### config.mk
export PLATFORM = sky130hd
export DESIGN_NAME = nand_erase_seq
export DESIGN_NICKNAME = d
export VERILOG_FILES = /design/src/rtl/nand_erase_pkg.sv /design/src/rtl/erase_addr_pack.sv /design/src/rtl/erase_timer.sv /design/src/rtl/erase_status_decode.sv /design/src/rtl/erase_ctrl.sv /design/src/rtl/nand_erase_seq.sv
export SDC_FILE = /design/constraint.sdc
export NUM_CORES = 1
export LEC_CHECK = 0
export ABC_CLOCK_PERIOD_IN_PS = 4300
export BUFFER_PORTS_ARGS = -buffer_cell sky130_fd_sc_hd__buf_4
export CAP_MARGIN = 25
export CORE_AREA = 2 2 88 90
export DETAILED_ROUTE_END_ITERATION = 8
export DIE_AREA = 0 0 90 92
export GPL_TIMING_DRIVEN = 1
export PLACE_DENSITY_LB_ADDON = 0.25
export SLEW_MARGIN = 20
export SYNTH_ARGS = -nofsm -noshare
export SYNTH_HDL_FRONTEND = slang
export SYNTH_SLANG_ARGS = --single-unit
### constraint.sdc
create_clock -name clk -period 4.3 [get_ports clk]
set_input_delay 0 -clock clk [delete_from_list [all_inputs] [get_ports clk]]
set_output_delay 0 -clock clk [all_outputs]
set_load 0.05 [all_outputs]
### src/rtl/nand_erase_pkg.sv
package nand_erase_pkg;
  typedef enum logic [3:0] {
    ST_IDLE, ST_SETUP_LO, ST_SETUP_HI, ST_ADR1_LO, ST_ADR1_HI,
    ST_ADR2_LO, ST_ADR2_HI, ST_CONF_LO, ST_CONF_HI, ST_SETTLE,
    ST_POLL, ST_STAT_LO, ST_STAT_HI, ST_READ_LO, ST_READ_HI, ST_FIN
  } seq_state_e;

  localparam logic [7:0] OP_ERASE_SETUP = 8'h60;
  localparam logic [7:0] OP_ERASE_GO    = 8'hD0;
  localparam logic [7:0] OP_STATUS      = 8'h70;

  localparam int ST_BIT_ERR   = 0;
  localparam int ST_BIT_READY = 6;
  localparam int ST_BIT_NOWP  = 7;

  typedef struct packed {
    logic ok;
    logic err;
    logic wp;
    logic tmo;
  } seq_result_t;
endpackage

### src/rtl/erase_addr_pack.sv
module erase_addr_pack #(
  parameter int BLK_W     = 10,
  parameter int SKIP_BITS = 5,
  parameter int NCYC      = 2
) (
  input  logic [BLK_W-1:0]       blk_i,
  output logic [NCYC-1:0][7:0]   bytes_o
);
  localparam int ROW_W = BLK_W + SKIP_BITS;
  localparam int PAD_W = NCYC * 8 - ROW_W;

  logic [NCYC*8-1:0] row_pad;
  // the in-block bits below the block number are always zero;
  // PAD_W must be at least 1 (default row leaves the top bit unused)
  assign row_pad = {{PAD_W{1'b0}}, blk_i, {SKIP_BITS{1'b0}}};

  for (genvar g = 0; g < NCYC; g++) begin : g_cyc
    assign bytes_o[g] = row_pad[g*8 +: 8];
  end
endmodule

### src/rtl/erase_timer.sv
module erase_timer #(
  parameter int W = 12
) (
  input  logic         clk,
  input  logic         rst_n,
  input  logic         clr_i,
  input  logic         en_i,
  output logic [W-1:0] cnt_o
);
  logic [W-1:0] cnt_q, cnt_d;

  always_comb begin
    cnt_d = cnt_q;
    if (clr_i)     cnt_d = '0;
    else if (en_i) cnt_d = cnt_q + 1'b1;
  end

  always_ff @(posedge clk or negedge rst_n) begin
    if (!rst_n) cnt_q <= '0;
    else        cnt_q <= cnt_d;
  end

  assign cnt_o = cnt_q;
endmodule

### src/rtl/erase_status_decode.sv
module erase_status_decode
  import nand_erase_pkg::*;
(
  input  logic        clk,
  input  logic        rst_n,
  input  logic        clr_i,
  input  logic        cap_stat_i,
  input  logic        cap_tmo_i,
  input  logic [7:0]  stat_i,
  output seq_result_t res_o
);
  seq_result_t res_q, res_d, dec;

  always_comb begin
    dec = '0;
    if (!stat_i[ST_BIT_NOWP])                               dec.wp  = 1'b1;
    else if (stat_i[ST_BIT_ERR] || !stat_i[ST_BIT_READY])   dec.err = 1'b1;
    else                                                    dec.ok  = 1'b1;
  end

  always_comb begin
    res_d = res_q;
    if (clr_i)           res_d = '0;
    else if (cap_tmo_i)  res_d = '{ok: 1'b0, err: 1'b0, wp: 1'b0, tmo: 1'b1};
    else if (cap_stat_i) res_d = dec;
  end

  always_ff @(posedge clk or negedge rst_n) begin
    if (!rst_n) res_q <= '0;
    else        res_q <= res_d;
  end

  assign res_o = res_q;
endmodule

### src/rtl/erase_ctrl.sv
module erase_ctrl
  import nand_erase_pkg::*;
#(
  parameter int WB_CYC  = 3,
  parameter int TMO_CYC = 2048,
  parameter int CNT_W   = 12
) (
  input  logic             clk,
  input  logic             rst_n,
  input  logic             start_i,
  input  logic             rb_n_i,
  input  logic [CNT_W-1:0] cnt_i,
  input  logic [7:0]       adr0_i,
  input  logic [7:0]       adr1_i,
  output logic             accept_o,
  output logic             tmr_clr_o,
  output logic             tmr_en_o,
  output logic             cap_stat_o,
  output logic             cap_tmo_o,
  output logic             busy_o,
  output logic             done_o,
  output logic             cle_o,
  output logic             ale_o,
  output logic             we_n_o,
  output logic             re_n_o,
  output logic             oe_o,
  output logic [7:0]       dq_o
);
  localparam logic [CNT_W-1:0] WB_LAST  = CNT_W'(WB_CYC - 1);
  localparam logic [CNT_W-1:0] TMO_LAST = CNT_W'(TMO_CYC - 1);

  seq_state_e st_q, st_d;

  always_comb begin
    st_d       = st_q;
    accept_o   = 1'b0;
    tmr_clr_o  = 1'b0;
    tmr_en_o   = 1'b0;
    cap_tmo_o  = 1'b0;
    unique case (st_q)
      ST_IDLE:     if (start_i) begin st_d = ST_SETUP_LO; accept_o = 1'b1; end
      ST_SETUP_LO: st_d = ST_SETUP_HI;
      ST_SETUP_HI: st_d = ST_ADR1_LO;
      ST_ADR1_LO:  st_d = ST_ADR1_HI;
      ST_ADR1_HI:  st_d = ST_ADR2_LO;
      ST_ADR2_LO:  st_d = ST_ADR2_HI;
      ST_ADR2_HI:  st_d = ST_CONF_LO;
      ST_CONF_LO:  st_d = ST_CONF_HI;
      ST_CONF_HI:  begin st_d = ST_SETTLE; tmr_clr_o = 1'b1; end
      ST_SETTLE: begin
        if (cnt_i == WB_LAST) begin st_d = ST_POLL; tmr_clr_o = 1'b1; end
        else tmr_en_o = 1'b1;
      end
      ST_POLL: begin
        if (rb_n_i) st_d = ST_STAT_LO;
        else if (cnt_i == TMO_LAST) begin st_d = ST_FIN; cap_tmo_o = 1'b1; end
        else tmr_en_o = 1'b1;
      end
      ST_STAT_LO:  st_d = ST_STAT_HI;
      ST_STAT_HI:  st_d = ST_READ_LO;
      ST_READ_LO:  st_d = ST_READ_HI;
      ST_READ_HI:  st_d = ST_FIN;
      ST_FIN:      st_d = ST_IDLE;
      default:     st_d = ST_IDLE;
    endcase
  end

  always_ff @(posedge clk or negedge rst_n) begin
    if (!rst_n) st_q <= ST_IDLE;
    else        st_q <= st_d;
  end

  // bus strobes decoded from the state register
  always_comb begin
    cle_o  = 1'b0;
    ale_o  = 1'b0;
    we_n_o = 1'b1;
    re_n_o = 1'b1;
    oe_o   = 1'b0;
    dq_o   = 8'h00;
    unique case (st_q)
      ST_SETUP_LO, ST_SETUP_HI: begin
        cle_o = 1'b1; oe_o = 1'b1; dq_o = OP_ERASE_SETUP;
        we_n_o = (st_q != ST_SETUP_LO);
      end
      ST_ADR1_LO, ST_ADR1_HI: begin
        ale_o = 1'b1; oe_o = 1'b1; dq_o = adr0_i;
        we_n_o = (st_q != ST_ADR1_LO);
      end
      ST_ADR2_LO, ST_ADR2_HI: begin
        ale_o = 1'b1; oe_o = 1'b1; dq_o = adr1_i;
        we_n_o = (st_q != ST_ADR2_LO);
      end
      ST_CONF_LO, ST_CONF_HI: begin
        cle_o = 1'b1; oe_o = 1'b1; dq_o = OP_ERASE_GO;
        we_n_o = (st_q != ST_CONF_LO);
      end
      ST_STAT_LO, ST_STAT_HI: begin
        cle_o = 1'b1; oe_o = 1'b1; dq_o = OP_STATUS;
        we_n_o = (st_q != ST_STAT_LO);
      end
      ST_READ_LO: re_n_o = 1'b0;
      default: ;
    endcase
  end

  assign cap_stat_o = (st_q == ST_READ_LO);
  assign busy_o     = (st_q != ST_IDLE);
  assign done_o     = (st_q == ST_FIN);
endmodule

### src/rtl/nand_erase_seq.sv
module nand_erase_seq
  import nand_erase_pkg::*;
#(
  parameter int BLK_W     = 10,
  parameter int SKIP_BITS = 5,
  parameter int WB_CYC    = 3,
  parameter int TMO_CYC   = 2048
) (
  input  logic             clk,
  input  logic             rst_n,
  input  logic             start_i,
  input  logic [BLK_W-1:0] block_i,
  output logic             busy_o,
  output logic             done_o,
  output logic             pass_o,
  output logic             fail_o,
  output logic             prot_o,
  output logic             tmo_o,
  output logic             cle_o,
  output logic             ale_o,
  output logic             we_n_o,
  output logic             re_n_o,
  output logic [7:0]       io_out_o,
  output logic             io_oe_o,
  input  logic [7:0]       io_in_i,
  input  logic             rb_n_i
);
  localparam int CNT_MAX = (TMO_CYC > WB_CYC) ? TMO_CYC : WB_CYC;
  localparam int CNT_W   = $clog2(CNT_MAX + 1);

  logic             accept, tmr_clr, tmr_en, cap_stat, cap_tmo;
  logic [CNT_W-1:0] cnt;
  logic [BLK_W-1:0] blk_q, blk_d;
  logic [1:0][7:0]  adr;
  seq_result_t      res;

  always_comb blk_d = accept ? block_i : blk_q;

  always_ff @(posedge clk or negedge rst_n) begin
    if (!rst_n) blk_q <= '0;
    else        blk_q <= blk_d;
  end

  erase_addr_pack #(.BLK_W(BLK_W), .SKIP_BITS(SKIP_BITS), .NCYC(2)) u_adr (
    .blk_i(blk_q), .bytes_o(adr)
  );

  erase_timer #(.W(CNT_W)) u_tmr (
    .clk(clk), .rst_n(rst_n), .clr_i(tmr_clr), .en_i(tmr_en), .cnt_o(cnt)
  );

  erase_ctrl #(.WB_CYC(WB_CYC), .TMO_CYC(TMO_CYC), .CNT_W(CNT_W)) u_ctl (
    .clk(clk), .rst_n(rst_n), .start_i(start_i), .rb_n_i(rb_n_i),
    .cnt_i(cnt), .adr0_i(adr[0]), .adr1_i(adr[1]),
    .accept_o(accept), .tmr_clr_o(tmr_clr), .tmr_en_o(tmr_en),
    .cap_stat_o(cap_stat), .cap_tmo_o(cap_tmo),
    .busy_o(busy_o), .done_o(done_o),
    .cle_o(cle_o), .ale_o(ale_o), .we_n_o(we_n_o), .re_n_o(re_n_o),
    .oe_o(io_oe_o), .dq_o(io_out_o)
  );

  erase_status_decode u_dec (
    .clk(clk), .rst_n(rst_n), .clr_i(accept), .cap_stat_i(cap_stat),
    .cap_tmo_i(cap_tmo), .stat_i(io_in_i), .res_o(res)
  );

  assign pass_o = res.ok;
  assign fail_o = res.err;
  assign prot_o = res.wp;
  assign tmo_o  = res.tmo;
endmodule

# [Word level (Yosys, flattened, before mapping)]
# Index checks and enable logic that the tools add are counted.
[totals] reg_bits=30
[classes] muxes=31 addsub=1 reduce_logical=15 eq_ne=25
[ops] op="$pmux W4 S16" count=1
[ops] op="$pmux W8 S5" count=1
[ops] op="$eq A4 B4 Y1 const B" count=8
[ops] op="$mux W4" count=7
[ops] op="$mux W12" count=2
[ops] op="$eq A4 B3 Y1 const B" count=4
[ops] op="$mux W1" count=16
[ops] op="$add A12 B1 Y12 const B" count=1
[ops] op="$eq A12 B11 Y1 const B" count=1
[ops] op="$eq A12 B2 Y1 const B" count=1
[ops] op="$reduce_or A10 Y1" count=1
[ops] op="$reduce_or A2 Y1" count=5
[ops] op="$eq A4 B2 Y1 const B" count=2
[ops] op="$ne A4 B3 Y1 const B" count=2
[ops] op="$reduce_or A6 Y1" count=1
[ops] op="$pmux W1 S5" count=1
[ops] op="$eq A4 B1 Y1 const B" count=1
[ops] op="$logic_not A4 Y1" count=1
[ops] op="$ne A4 B1 Y1 const B" count=1
[ops] op="$ne A4 B2 Y1 const B" count=1
[ops] op="$ne A4 B4 Y1 const B" count=1
[ops] op="$pmux W1 S2" count=2
[ops] op="$reduce_bool A4 Y1" count=1
[ops] op="$reduce_or A4 Y1" count=1
[ops] op="9 further kinds" count=9

# [Longest topological paths before layout]
# Gate-level depths: netlist of run 1.
[logic_depth] ltp_word=7 depth_mapped=8 mapped_depth_nobuf=6

# [Hierarchy]
# A second synthesis of run 1 with hierarchy kept.
[hier_totals] cells_unflattened=198 area_unflattened_um2=1973.1
[modules_own_cells] mod="erase_ctrl" cells_each=86 area_each_um2=660.6 seq_area_each_um2=100.1 n_inst=1
[modules_own_cells] mod="erase_timer" cells_each=57 area_each_um2=588.1 seq_area_each_um2=300.3 n_inst=1
[modules_own_cells] mod="nand_erase_seq" cells_each=21 area_each_um2=411.6 seq_area_each_um2=250.2 n_inst=1
[modules_own_cells] mod="erase_status_decode" cells_each=17 area_each_um2=188.9 seq_area_each_um2=100.1 n_inst=1
[modules_own_cells] mod="erase_addr_pack" cells_each=17 area_each_um2=123.9 seq_area_each_um2=0.0 n_inst=1

# [Worst setup path after synthesis of run 1]
# OpenSTA, ideal clock, no wires.
[synth_path] path_kind="flip-flop to output port" start="reg u_ctl.st_q[1]" end="out io_out_o[5]" slack_ns=2.044 t_arrival_ns=2.256 required_ns=4.300 stages_incl_launch_ff=6 path_cell_list="dfrtp_1 > clkbuf_1 > xnor2_1 > nand2b_1 > o31ai_1 > a221oi_1"
[synth_via] elab_chain_cells=3 word_cells_on_any_way=16
[synth_rtl] element="start: declaration" line_no="erase_ctrl.sv:32" text="seq_state_e st_q, st_d;"
[synth_rtl] element="start signal: assignment" line_no="erase_ctrl.sv:70" text="else st_q <= st_d;"
[synth_rtl] element="$eq A4 B4 Y1, or another cell as far along" line_no="erase_ctrl.sv:81" text="unique case (st_q)"
[synth_rtl] element="$reduce_or A2 Y1 (on tied branches)"
[synth_rtl] element="$pmux W8 S5 *" line_no="erase_ctrl.sv:81"
[synth_rtl] element="end: declaration" line_no="nand_erase_seq.sv:23" text="output logic [7:0] io_out_o,"
# Mark *: on every way between the ends. The rest lies on a longest branch, timed or not.

# [Final worst setup path of run 1]
[layout_path] start="reg u_ctl.st_q[1]" end="reg u_tmr.cnt_q[10], in the netlist u_tmr.cnt_o[10]"
[layout_via] elab_chain_cells=3 word_cells_on_any_way=7
[layout_rtl] element="$eq A4 B4 Y1" line_no="erase_ctrl.sv:40" text="unique case (st_q)"
[layout_rtl] element="$pmux W1 S2" line_no="erase_ctrl.sv:40"
[layout_rtl] element="$mux W12 / $reduce_bool A2 Y1 (equally long branches)"
[layout_rtl] element="end signal: assignment" line_no="erase_timer.sv:20" text="else cnt_q <= cnt_d;"
[layout_rtl] element="end: declaration" line_no="erase_timer.sv:10" text="logic [W-1:0] cnt_q, cnt_d;"
# Parallel ways exist; a longest one is shown, timed or not.
# A chain may end at the register's enable or synchronous reset.

==> reports/qor.json, run 1 <==
{
  "yosys.area.top_type_share": {"value": 0.439},
  "first_pass_grt_wire_length": {"value": 6750, "unit": "um"},
  "final_layout_size_suffix_gt1_frac": {"value": 0.257},
  "holdCritPathClass": {"value": "input pin to flop"},
  "placed_cell_area": {"value": 2040, "unit": "sq um"},
  "rsz0062_at_grt": {"value": "no"},
  "initial_antenna_violation_count": {"value": 0},
  "grt_max_degree": {"value": 31},
  "dpl.cell_count": {"value": 312},
  "timing.critical_path.cells": {"value": "inv_2 -> or4_4 -> o22a_4 -> or4_1 -> a21oi_1"},
  "cts_buffers": {"value": 5},
  "postCtsSetupRepairBufs": {"value": 0},
  "dominant_combinational_cell_family_by_area_after_synthesis": {"value": "simple AND/OR/NAND/NOR gates"},
  "antenna_left": {"value": 0},
  "setup-tns-final": {"value": 0, "unit": "ns"},
  "post_synth_fa_ha_maj_area_fraction": {"value": 0.0146},
  "clock_insertion_delay_worst_skew": {"value": 0.28, "unit": "ns"},
  "timing.max_cap.violations": {"value": 0},
  "critPathKind": {"value": "flop to flop"},
  "power_leakage": {"value": 0.966, "unit": "nW"},
  "final-max-slew-violation-count": {"value": 0},
  "critPathMaxStageDelay": {"value": 0.60, "unit": "ns"},
  "num_io_pins": {"value": 41},
  "synthXorXnorAreaFrac": {"value": 0.0205},
  "synth.most_common_cell": {"value": "sky130_fd_sc_hd__dfrtp_1"},
  "drc": {"value": 0},
  "fin_cells": {"value": 332},
  "synth_edf_count": {"value": 0},
  "chipWidth": {"value": 90, "unit": "um"},
  "first_global_vias": {"value": 1387},
  "postSynthNetCount": {"value": 210},
  "vdd_drop_max": {"value": 0.261, "unit": "mV"},
  "critical_path.n_buffers_inverters": {"value": 1},
  "finalSetupViolCount": {"value": 0},
  "first_iter_violations": {"value": 110},
  "cts_root_buffer": {"value": "sky130_fd_sc_hd__clkbuf_8"},
  "tritoncts": {"value": "built"},
  "syn_avg_cell_area": {"value": 9.20, "unit": "sq um"},
  "core-area": {"value": 7450, "unit": "sq um"},
  "globalRouteOverflowTotal": {"value": 0},
  "synthCells": {"value": 186},
  "layout_stage_area_growth_over_the_synthesis_result": {"value": 31.9, "unit": "%"},
  "firstDrtPassIters": {"value": 4},
  "synth-seq-cells": {"value": 30},
  "place_congestion": {"value": 0.737},
  "routed-via-count": {"value": 1492},
  "hold_violations": {"value": 0},
  "place.port_buffers": {"value": 35},
  "synth_simple_gate_area_frac": {"value": 0.233},
  "critical_path.max_fanout": {"value": 24},
  "initial_core_utilization": {"value": 0.230},
  "compound_gate_portion_of_the_synthesized_area": {"value": 0.179},
  "worst-endpoint-required": {"value": 4.50, "unit": "ns"},
  "synthesis.area": {"value": 1710, "unit": "sq um"},
  "seq_area_frac_synth": {"value": 0.439},
  "synthMuxAreaShare": {"value": 0.0658},
  "final_min_period_over_clock_period": {"value": 0.532},
  "status": {"value": "completed"},
  "synthTopCellsByArea": {"value": "sky130_fd_sc_hd__dfrtp_1 (44%), sky130_fd_sc_hd__mux2_2 (6.6%), sky130_fd_sc_hd__a21oi_1 (4.7%), sky130_fd_sc_hd__nor2_1 (4.2%), sky130_fd_sc_hd__o21ai_0 (3.5%)"},
  "tritoncts_num_sinks": {"value": 30},
  "routed_wire_length_per_instance": {"value": 12.2, "unit": "um"},
  "synth.lib_cells_used.distinct": {"value": 44},
  "period_needed": {"value": 2.29, "unit": "ns"},
  "area_enclosed_by_the_die_boundary": {"value": 8280, "unit": "sq um"},
  "cts_buffer_depth": {"value": 2},
  "finalWirelength": {"value": 4040, "unit": "um"},
  "tightest_slew": {"value": 0.606, "unit": "ns"},
  "slew_headroom": {"value": 0.592},
  "num-nets-final": {"value": 253},
  "cts_htree_levels": {"value": 2},
  "num_antenna_cells": {"value": 0},
  "synth-warning-count": {"value": 0},
  "worst_setup_path_start_kind": {"value": "flop"},
  "path_clk_slew": {"value": 0.07, "unit": "ns"},
  "layout.cell_area.non_filler": {"value": 2260, "unit": "sq um"},
  "synthFlopType": {"value": "sky130_fd_sc_hd__dfrtp_1"},
  "gr-usage-all-layers": {"value": 0.100},
  "synth.top_cells.by_count": {"value": "sky130_fd_sc_hd__dfrtp_1 (30), sky130_fd_sc_hd__nor2_1 (19), sky130_fd_sc_hd__a21oi_1 (16)"},
  "fillCellCount": {"value": 830},
  "die_h": {"value": 92, "unit": "um"},
  "cp_top_family": {"value": "simple AND/OR/NAND/NOR gates"},
  "cellPowerDensity": {"value": 759, "unit": "nW/um^2"},
  "place_hpwl": {"value": 2840, "unit": "um"},
  "cpMaxStageDelayCell": {"value": "sky130_fd_sc_hd__dfrtp_1"},
  "timing.critical_path.arrival": {"value": 2.49, "unit": "ns"},
  "yosysTopAreaCell": {"value": "sky130_fd_sc_hd__dfrtp_1"},
  "async_reset_ff_frac": {"value": 1.00},
  "cts_hold_buffers_added": {"value": 12},
  "fin_skew": {"value": 0.00426, "unit": "ns"},
  "number_of_core_rows": {"value": 32},
  "critical_path.endpoint_type": {"value": "flop"},
  "viasPerCell": {"value": 4.49},
  "cts_repair_resize_count": {"value": 0},
  "timing.fmax": {"value": 437, "unit": "MHz"}
}
==> state kept, by name (all words and copies together), names as in the netlist <==
register / cells
u_tmr.cnt_o: 12
blk_q: 10
u_ctl.st_q: 4
u_dec.res_o: 4
==> area by class of cell <==
cell class                 count  area [sq um]  area share
clock inverter                 2          12.5     0.00555
multi-input combinational    139           877       0.389
timing repair buffer          47           383       0.170
clock buffer                   6          82.6      0.0366
sequential                    30           751       0.333
inverter                       6          22.5     0.00998
tap                          102           128      0.0566
==> worst register-to-register path: cells and delay by family, from the launching register on <==
kind	cells	cell delay [ns]
buf+inv	1	0.14
flops	1	0.60
compound gates	2	0.49
simple gates	2	0.99
==> per-layer routing <==
layer	wire, um	share of wire	track usage	vias up
met1	1960	0.49	0.134	703
met4	54	0.013	0.0346	0
li1	-	-	-	757
met5	0	0	0	-
met2	1890	0.47	0.160	27
met3	136	0.034	0.0230	5
==> cells in the final DEF (no fill, tap or decap), types with 6 or more instances in the layout <==
cell type	n
sky130_fd_sc_hd__or3_1	7
sky130_fd_sc_hd__dlygate4sd3_1	12
sky130_fd_sc_hd__and2_1	6
sky130_fd_sc_hd__a21oi_1	16
sky130_fd_sc_hd__nand2_1	12
sky130_fd_sc_hd__clkbuf_8	6
sky130_fd_sc_hd__nand2b_1	6
sky130_fd_sc_hd__mux2_2	10
sky130_fd_sc_hd__nand3_1	8
sky130_fd_sc_hd__dfrtp_1	30
sky130_fd_sc_hd__nor2_1	19
sky130_fd_sc_hd__buf_4	35
sky130_fd_sc_hd__o21ai_0	12
==> metrics by stage <==
step / total power [W] / hold WS, ns / worst slack (ns) / utilization
floorplan: 0.00123 / -0.296 / 2.04 / -
global placement: 0.00147 / -0.0378 / 2.05 / 0.274
detailed placement: 0.00148 / -0.0379 / 2.05 / 0.274
CTS: 0.00173 / 0.0241 / 2.02 / 0.303
global route: 0.00182 / 0.0375 / 1.88 / 0.303
finish: 0.00171 / 0.0307 / 2.01 / 0.303
==> worst paths after layout <==
check	startpoint	to	slack, ns	depth (start not counted)
hold / removal	io_in_i[7]	u_dec.res_o[1]$_DFFE_PN0P_	0.03	4
setup reg to reg	u_ctl.st_q[1]$_DFFE_PN0P_	u_tmr.cnt_o[10]$_DFFE_PN0P_	2.01	5
min in group asynchronous	rst_n	blk_q[0]$_DFFE_PN0P_	0.18	2
hold reg to reg	blk_q[5]$_DFFE_PN0P_	blk_q[5]$_DFFE_PN0P_	0.50	1
setup / recovery	u_ctl.st_q[1]$_DFFE_PN0P_	u_tmr.cnt_o[10]$_DFFE_PN0P_	2.01	5
max in group asynchronous	rst_n	u_tmr.cnt_o[8]$_DFFE_PN0P_	3.83	2
==> logic make-up after synthesis <==
| kind of cell | count (synthesis) |
|---|---|
| AND/OR/NAND/NOR | 75 |
| AO/OA/AOI/OAI | 48 |
| flip-flops | 30 |
| buffers and inverters | 17 |
| multiplexers | 10 |
| XOR/XNOR | 4 |
| adder cells (fa/ha/maj) | 2 |
==> power breakdown <==
group | internal (W) | switching [W] | leakage [nW]
logic | 0.000344 | 0.000638 | 0.529
registers | 0.000370 | 0.000118 | 0.389
clock network | 0.000129 | 0.000113 | 0.0472
Note: power is estimated with default switching activity, not from simulation.
==> inputs of run 2 (changes only) <==
Settings changed: ABC_CLOCK_PERIOD_IN_PS 4300 to 2100.
Clock period 4.3 ns to 2.1 ns, I/O delays scaled along.
==> reports/qor.json, run 2 (synthesized netlist as in run 1, its figures left out) <==
{
  "timing.critical_path.cells": {"value": "nand2b_4 -> or4_4 -> o22a_4 -> or4_1 -> a21oi_1", "change": "was inv_2 -> or4_4 -> o22a_4 -> or4_1 -> a21oi_1"},
  "layout.cells.most_common": {"value": "sky130_fd_sc_hd__buf_4", "change": "unchanged"},
  "largest_register_ff_count": {"value": 12, "change": "unchanged"},
  "postCtsSetupRepairBufs": {"value": 0, "change": "unchanged"},
  "status": {"value": "completed", "change": "unchanged"},
  "holdCritPathClass": {"value": "input pin to flop", "change": "unchanged"},
  "final_min_period_over_clock_period": {"value": 0.933, "change": "was 0.532"},
  "place.port_buffers": {"value": 35, "change": "unchanged"},
  "layout_stage_area_growth_over_the_synthesis_result": {"value": 35.9, "unit": "%", "change": "was 31.9%"},
  "routed_wire_length_per_instance": {"value": 12.2, "unit": "um", "change": "about the same"},
  "multi_input_comb_area": {"value": 886, "unit": "sq um", "change": "was 877 sq um"},
  "number_of_core_rows": {"value": 32, "change": "unchanged"},
  "timing.fmax": {"value": 510, "unit": "MHz", "change": "was 437 MHz"},
  "num-nets-final": {"value": 261, "change": "was 253"},
  "chipWidth": {"value": 90, "unit": "um", "change": "unchanged"},
  "firstDrtPassIters": {"value": 4, "change": "unchanged"},
  "power.share.sequential": {"value": 0.241, "change": "was 0.285"},
  "viasPerCell": {"value": 4.53, "change": "was 4.49"},
  "timing.max_cap.violations": {"value": 0, "change": "unchanged"},
  "post-route-util": {"value": 0.312, "change": "was 0.303"},
  "place_congestion": {"value": 0.764, "change": "was 0.737"},
  "antenna_left": {"value": 0, "change": "unchanged"},
  "globalRouteOverflowTotal": {"value": 0, "change": "unchanged"},
  "power_leakage": {"value": 1.01, "unit": "nW", "change": "was 0.966 nW"},
  "cpMaxStageDelayCell": {"value": "sky130_fd_sc_hd__or4_4", "change": "was sky130_fd_sc_hd__dfrtp_1"},
  "seqCellArea": {"value": 751, "unit": "sq um", "change": "unchanged"},
  "first_global_vias": {"value": 1490, "change": "was 1387"},
  "preCtsSetupSlack": {"value": 0.137, "unit": "ns", "change": "was 2.05 ns"},
  "cp_top_family": {"value": "simple AND/OR/NAND/NOR gates", "change": "unchanged"},
  "cts_htree_levels": {"value": 2, "change": "unchanged"},
  "total_switching_power": {"value": 0.00181, "unit": "W", "change": "was 0.000870 W"},
  "critical_path.n_buffers_inverters": {"value": 0, "change": "was 1"},
  "final_layout_size_suffix_gt1_frac": {"value": 0.290, "change": "was 0.257"},
  "switching_share": {"value": 0.499, "change": "was 0.508"},
  "period_needed": {"value": 1.96, "unit": "ns", "change": "was 2.29 ns"},
  "vdd_drop_max": {"value": 0.605, "unit": "mV", "change": "was 0.261 mV"},
  "clock_power_share": {"value": 0.137, "change": "was 0.141"},
  "gr-usage-all-layers": {"value": 0.108, "change": "was 0.100"},
  "slew_headroom": {"value": 0.730, "change": "was 0.592"},
  "worst_setup_path_start_kind": {"value": "flop", "change": "unchanged"},
  "layout.cells.most_common_list": {"value": "sky130_fd_sc_hd__buf_4 (43), sky130_fd_sc_hd__dfrtp_1 (30), sky130_fd_sc_hd__nor2_1 (18)", "change": "was sky130_fd_sc_hd__buf_4 (35), sky130_fd_sc_hd__dfrtp_1 (30), sky130_fd_sc_hd__nor2_1 (19)"},
  "rsz0062_at_grt": {"value": "no", "change": "unchanged"},
  "tritoncts": {"value": "built", "change": "unchanged"},
  "clock_insertion_delay_worst_skew": {"value": 0.28, "unit": "ns", "change": "about the same"},
  "grt_max_degree": {"value": 31, "change": "unchanged"},
  "tritoncts_num_sinks": {"value": 30, "change": "unchanged"},
  "internal_power": {"value": 0.00182, "unit": "W", "change": "was 0.000842 W"},
  "die_h": {"value": 92, "unit": "um", "change": "unchanged"},
  "critPathKind": {"value": "flop to flop", "change": "unchanged"},
  "cts_buffers": {"value": 5, "change": "unchanged"},
  "initial_core_utilization": {"value": 0.230, "change": "unchanged"},
  "setup_slack": {"value": 0.140, "unit": "ns", "change": "was 2.01 ns"},
  "place_hpwl": {"value": 2930, "unit": "um", "change": "was 2840 um"},
  "worst-endpoint-required": {"value": 2.30, "unit": "ns", "change": "was 4.50 ns"},
  "num_io_pins": {"value": 41, "change": "unchanged"},
  "routed-via-count": {"value": 1540, "change": "was 1492"},
  "initial_antenna_violation_count": {"value": 0, "change": "unchanged"},
  "comb_power_share": {"value": 0.623, "change": "was 0.574"},
  "num_antenna_cells": {"value": 0, "change": "unchanged"},
  "cts_root_buffer": {"value": "sky130_fd_sc_hd__clkbuf_8", "change": "unchanged"},
  "fin_skew": {"value": 0.00660, "unit": "ns", "change": "was 0.00426 ns"},
  "tightest_slew": {"value": 0.406, "unit": "ns", "change": "was 0.606 ns"},
  "critPathMaxStageDelay": {"value": 0.45, "unit": "ns", "change": "was 0.60 ns"},
  "area_enclosed_by_the_die_boundary": {"value": 8280, "unit": "sq um", "change": "unchanged"},
  "first_pass_grt_wire_length": {"value": 7250, "unit": "um", "change": "was 6750 um"},
  "finalWirelength": {"value": 4140, "unit": "um", "change": "was 4040 um"},
  "cellPowerDensity": {"value": 1560, "unit": "nW/um^2", "change": "was 759 nW/um^2"},
  "final-max-slew-violation-count": {"value": 0, "change": "unchanged"},
  "drc": {"value": 0, "change": "unchanged"},
  "core-area": {"value": 7450, "unit": "sq um", "change": "unchanged"},
  "critical_path.endpoint_type": {"value": "flop", "change": "unchanged"},
  "path_clk_slew": {"value": 0.07, "unit": "ns", "change": "about the same"},
  "fin_cells": {"value": 340, "change": "was 332"},
  "first_iter_violations": {"value": 92, "change": "was 110"},
  "setup-tns-final": {"value": 0, "unit": "ns", "change": "unchanged"},
  "finalSetupViolCount": {"value": 0, "change": "unchanged"},
  "critical_path.max_fanout": {"value": 24, "change": "unchanged"},
  "fillCellCount": {"value": 821, "change": "was 830"},
  "timing.critical_path.arrival": {"value": 2.16, "unit": "ns", "change": "was 2.49 ns"},
  "hold_violations": {"value": 0, "change": "unchanged"},
  "cts_buffer_depth": {"value": 2, "change": "unchanged"},
  "dpl.cell_count": {"value": 320, "change": "was 312"}
}
==> run 2: cell count changes in the layout (fill, tap and decap cells not counted) <==
cell	change
sky130_fd_sc_hd__a221oi_1	-1
sky130_fd_sc_hd__a221oi_2	+1
sky130_fd_sc_hd__buf_4	+8
sky130_fd_sc_hd__nor2_1	-1
sky130_fd_sc_hd__nor2_2	+1
==> run 2: area by class of cell <==
cell class | count | area share
multi-input combinational | 139 | 0.381
sequential | 30 | 0.323
timing repair buffer | 55 | 0.191
tap | 102 | 0.0549
clock buffer | 6 | 0.0355
inverter | 6 | 0.00969
clock inverter | 2 | 0.00538
==> run 2: routing by layer <==
layer | vias to the layer above | routed length, um | track usage
li1 | 775 | - | -
met1 | 720 | 2030 | 0.155
met2 | 40 | 1890 | 0.160
met3 | 5 | 175 | 0.0247
met4 | 0 | 39 | 0.0333
met5 | - | 0 | 0
==> run 2: what timing repair did <==
action | in CTS | in global routing
endpoints found under the hold margin | 41 | 0
hold buffers | 12 | 0
resized for setup | 0 | 0
==> run 2: path summary, 6_finish.rpt <==
path | start | end | slack [ns] | depth (start not counted)
setup / recovery | u_ctl.st_q[2]$_DFFE_PN0P_ | u_tmr.cnt_o[10]$_DFFE_PN0P_ | 0.14 | 5
hold / removal | rb_n_i | u_ctl.st_q[2]$_DFFE_PN0P_ | 0.03 | 3
setup reg to reg | u_ctl.st_q[2]$_DFFE_PN0P_ | u_tmr.cnt_o[10]$_DFFE_PN0P_ | 0.14 | 5
hold reg to reg | blk_q[6]$_DFFE_PN0P_ | blk_q[6]$_DFFE_PN0P_ | 0.50 | 1
max in group asynchronous | rst_n | u_dec.res_o[1]$_DFFE_PN0P_ | 1.61 | 2
min in group asynchronous | rst_n | u_tmr.cnt_o[7]$_DFFE_PN0P_ | 0.19 | 2
==> run 2: tightest hold or removal path, cell delays in order <==
cell and delay [ns]:
sky130_fd_sc_hd__buf_4 0.08, sky130_fd_sc_hd__or4_4 0.13, sky130_fd_sc_hd__a21boi_1 0.06
==> run 2: stage by stage <==
step	power [W]	area [sq um]	hold slack (ns)
after global placement	0.00314	2110	-0.0316
after global routing	0.00389	2320	0.0414
after floorplan	0.00256	1720	-0.296
after CTS	0.00367	2320	0.0267
final	0.00363	2320	0.0329
after detailed placement	0.00315	2110	-0.0309
==> run 2: power groups by stage <==
stage                     Clock [W]  Sequential (W)  Combinational, W
after floorplan                   0        0.000955           0.00160
after global placement            0        0.000882           0.00225
final                      0.000497        0.000874           0.00226
after detailed placement          0        0.000887           0.00226
after CTS                  0.000512        0.000876           0.00228
after global routing       0.000535        0.000900           0.00246
==> inputs of run 3 (changes only) <==
Settings changed: BUFFER_PORTS_ARGS -buffer_cell sky130_fd_sc_hd__buf_4 to -buffer_cell sky130_fd_sc_hd__buf_2.
==> reports/qor.json, run 3 (synthesized netlist as in run 1, its figures left out) <==
{
  "fin_skew": {"value": 0.00746, "unit": "ns", "change": "was 0.00660 ns"},
  "cts_buffer_depth": {"value": 2, "change": "unchanged"},
  "worst_setup_path_start_kind": {"value": "flop", "change": "unchanged"},
  "globalRouteOverflowTotal": {"value": 0, "change": "unchanged"},
  "path_clk_slew": {"value": 0.07, "unit": "ns", "change": "about the same"},
  "slew_headroom": {"value": 0.546, "change": "was 0.730"},
  "design_power_total": {"value": 0.00351, "unit": "W", "change": "was 0.00363 W"},
  "initial_core_utilization": {"value": 0.230, "change": "unchanged"},
  "setup_slack": {"value": 0.118, "unit": "ns", "change": "was 0.140 ns"},
  "vdd_drop_max": {"value": 0.449, "unit": "mV", "change": "was 0.605 mV"},
  "rsz0062_at_grt": {"value": "no", "change": "unchanged"},
  "grt_max_degree": {"value": 31, "change": "unchanged"},
  "place.port_buffers": {"value": 35, "change": "unchanged"},
  "timing.reg2reg.worst_path_depth": {"value": 5, "change": "unchanged"},
  "min_from": {"value": "rb_n_i", "change": "unchanged"},
  "setup-tns-final": {"value": 0, "unit": "ns", "change": "unchanged"},
  "power_leakage": {"value": 0.983, "unit": "nW", "change": "was 1.01 nW"},
  "tightest_slew": {"value": 0.682, "unit": "ns", "change": "was 0.406 ns"},
  "layout.cells.most_common_list": {"value": "sky130_fd_sc_hd__buf_2 (35), sky130_fd_sc_hd__dfrtp_1 (30), sky130_fd_sc_hd__nor2_1 (18)", "change": "was sky130_fd_sc_hd__buf_4 (43), sky130_fd_sc_hd__dfrtp_1 (30), sky130_fd_sc_hd__nor2_1 (18)"},
  "first_pass_grt_wire_length": {"value": 7080, "unit": "um", "change": "was 7250 um"},
  "timing.max_cap.violations": {"value": 0, "change": "unchanged"},
  "worst-endpoint-required": {"value": 2.31, "unit": "ns", "change": "was 2.30 ns"},
  "num_io_pins": {"value": 41, "change": "unchanged"},
  "hold_violations": {"value": 0, "change": "unchanged"},
  "critical_path.max_fanout": {"value": 24, "change": "unchanged"},
  "final_min_period_over_clock_period": {"value": 0.944, "change": "was 0.933"},
  "worstSetupStartpoint": {"value": "u_ctl.st_q[2]$_DFFE_PN0P_", "change": "unchanged"},
  "fillCellCount": {"value": 817, "change": "was 821"},
  "largest_register_ff_count": {"value": 12, "change": "unchanged"},
  "hold_slack": {"value": 0.0277, "unit": "ns", "change": "was 0.0329 ns"},
  "crit-reg2reg-capture": {"value": "u_tmr.cnt_o[10]$_DFFE_PN0P_", "change": "unchanged"},
  "hold-path-endpoint": {"value": "u_ctl.st_q[2]$_DFFE_PN0P_", "change": "unchanged"},
  "place_hpwl": {"value": 2860, "unit": "um", "change": "was 2930 um"},
  "chipWidth": {"value": 90, "unit": "um", "change": "unchanged"},
  "num_antenna_cells": {"value": 0, "change": "unchanged"},
  "gr-usage-all-layers": {"value": 0.105, "change": "was 0.108"},
  "holdCritPathClass": {"value": "input pin to flop", "change": "unchanged"},
  "viasPerCell": {"value": 4.45, "change": "was 4.53"},
  "reg2reg_setup_slack": {"value": 0.12, "unit": "ns", "change": "was 0.14 ns"},
  "place_congestion": {"value": 0.751, "change": "was 0.764"},
  "finalWirelength": {"value": 4110, "unit": "um", "change": "was 4140 um"},
  "hold_depth": {"value": 3, "change": "unchanged"},
  "finalSetupViolCount": {"value": 0, "change": "unchanged"},
  "internal_power": {"value": 0.00170, "unit": "W", "change": "was 0.00182 W"},
  "tritoncts": {"value": "built", "change": "unchanged"},
  "postCtsSetupRepairBufs": {"value": 0, "change": "unchanged"},
  "firstDrtPassIters": {"value": 4, "change": "unchanged"},
  "clock_power_share": {"value": 0.143, "change": "was 0.137"},
  "power.share.sequential": {"value": 0.250, "change": "was 0.241"},
  "period_needed": {"value": 1.98, "unit": "ns", "change": "was 1.96 ns"},
  "timing.critical_path.arrival": {"value": 2.19, "unit": "ns", "change": "was 2.16 ns"},
  "initial_antenna_violation_count": {"value": 0, "change": "unchanged"},
  "cts_htree_levels": {"value": 2, "change": "unchanged"},
  "cts_root_buffer": {"value": "sky130_fd_sc_hd__clkbuf_8", "change": "unchanged"},
  "final_layout_size_suffix_gt1_frac": {"value": 0.290, "change": "unchanged"},
  "layout_stage_area_growth_over_the_synthesis_result": {"value": 30.8, "unit": "%", "change": "was 35.9%"},
  "status": {"value": "completed", "change": "unchanged"},
  "total_switching_power": {"value": 0.00181, "unit": "W", "change": "about the same"},
  "drc": {"value": 0, "change": "unchanged"},
  "layout.cells.most_common": {"value": "sky130_fd_sc_hd__buf_2", "change": "was sky130_fd_sc_hd__buf_4"},
  "critical_path.reg2reg.startpoint": {"value": "u_ctl.st_q[2]$_DFFE_PN0P_", "change": "unchanged"},
  "preCtsSetupSlack": {"value": 0.152, "unit": "ns", "change": "was 0.137 ns"},
  "clock_insertion_delay_worst_skew": {"value": 0.28, "unit": "ns", "change": "about the same"},
  "core-area": {"value": 7450, "unit": "sq um", "change": "unchanged"},
  "first_global_vias": {"value": 1445, "change": "was 1490"},
  "cts_buffers": {"value": 5, "change": "unchanged"},
  "routed_wire_length_per_instance": {"value": 12.1, "unit": "um", "change": "was 12.2 um"},
  "switching_share": {"value": 0.517, "change": "was 0.499"},
  "die_h": {"value": 92, "unit": "um", "change": "unchanged"},
  "cellPowerDensity": {"value": 1570, "unit": "nW/um^2", "change": "was 1560 nW/um^2"},
  "critPathKind": {"value": "flop to flop", "change": "unchanged"},
  "first_iter_violations": {"value": 51, "change": "was 92"},
  "area_enclosed_by_the_die_boundary": {"value": 8280, "unit": "sq um", "change": "unchanged"},
  "comb_power_share": {"value": 0.607, "change": "was 0.623"},
  "antenna_left": {"value": 0, "change": "unchanged"},
  "num-nets-final": {"value": 261, "change": "unchanged"},
  "routed-via-count": {"value": 1512, "change": "was 1540"},
  "number_of_core_rows": {"value": 32, "change": "unchanged"},
  "tritoncts_num_sinks": {"value": 30, "change": "unchanged"},
  "timing.fmax": {"value": 505, "unit": "MHz", "change": "was 510 MHz"},
  "critical_path.endpoint_type": {"value": "flop", "change": "unchanged"},
  "final-max-slew-violation-count": {"value": 0, "change": "unchanged"}
}
run 3: cell count changes in the layout (fill, tap and decap cells not counted):
| cell | before | now |
|---|---|---|
| sky130_fd_sc_hd__buf_2 | 0 | 35 |
| sky130_fd_sc_hd__buf_4 | 43 | 8 |
run 3: timing repair:
action	4_1_cts	5_1_grt
hold buffers	12	0
hold endpoints to repair	41	0
endpoints found under the setup margin	0	0
gates resized for setup	0	0
run 3: worst max-delay path by stage:
stage | depth (start not counted) | to | slack [ns]
after CTS | 5 | u_tmr.cnt_o[10]$_DFFE_PN0P_ | 0.13
final | 5 | u_tmr.cnt_o[10]$_DFFE_PN0P_ | 0.12
after detailed placement | 5 | u_tmr.cnt_o[10]$_DFFE_PN0P_ | 0.15
after floorplan | 4 | io_oe_o | 0.07
after global routing | 7 | u_tmr.cnt_o[11]$_DFFE_PN0P_ | 0.03
after global placement | 5 | u_tmr.cnt_o[10]$_DFFE_PN0P_ | 0.16
run 3: metrics by stage:
stage                     cell area, sq um  std cells  utilization
final                                 2240        340        0.300
after floorplan                       1720        186            -
after CTS                             2240        340        0.300
after global routing                  2240        340        0.300
after global placement                2020        320        0.272
after detailed placement              2020        320        0.272
run 3: worst max-delay path, stage by stage (launching register included):
cell,delay [ns]
sky130_fd_sc_hd__dfrtp_1,0.38
sky130_fd_sc_hd__nand2b_4,0.16
sky130_fd_sc_hd__or4_4,0.46
sky130_fd_sc_hd__o22a_4,0.33
sky130_fd_sc_hd__or4_1,0.42
sky130_fd_sc_hd__a21oi_1,0.15
run 3: layer usage:
metal	up-vias	GRT usage	share of wire
met3	5	0.0230	0.034
met5	-	0	0
met1	701	0.147	0.51
met2	34	0.160	0.45
met4	0	0.0346	0.011
li1	772	-	-
run 3: layout make-up:
class,count,area [sq um],share of cell area
clock inverter,2,12.5,0.00559
sequential,30,751,0.336
timing repair buffer,55,355,0.159
inverter,6,22.5,0.0101
clock buffer,6,82.6,0.0369
tap,102,128,0.0570
multi-input combinational,139,886,0.396
run 3: power groups by stage:
stage / Combinational (W) / Clock, W / Sequential [W]
finish: 0.00213 / 0.000503 / 0.000877
global route: 0.00231 / 0.000546 / 0.000905
CTS: 0.00215 / 0.000516 / 0.000880
detailed placement: 0.00213 / 0 / 0.000890
global placement: 0.00212 / 0 / 0.000883
floorplan: 0.00160 / 0 / 0.000955
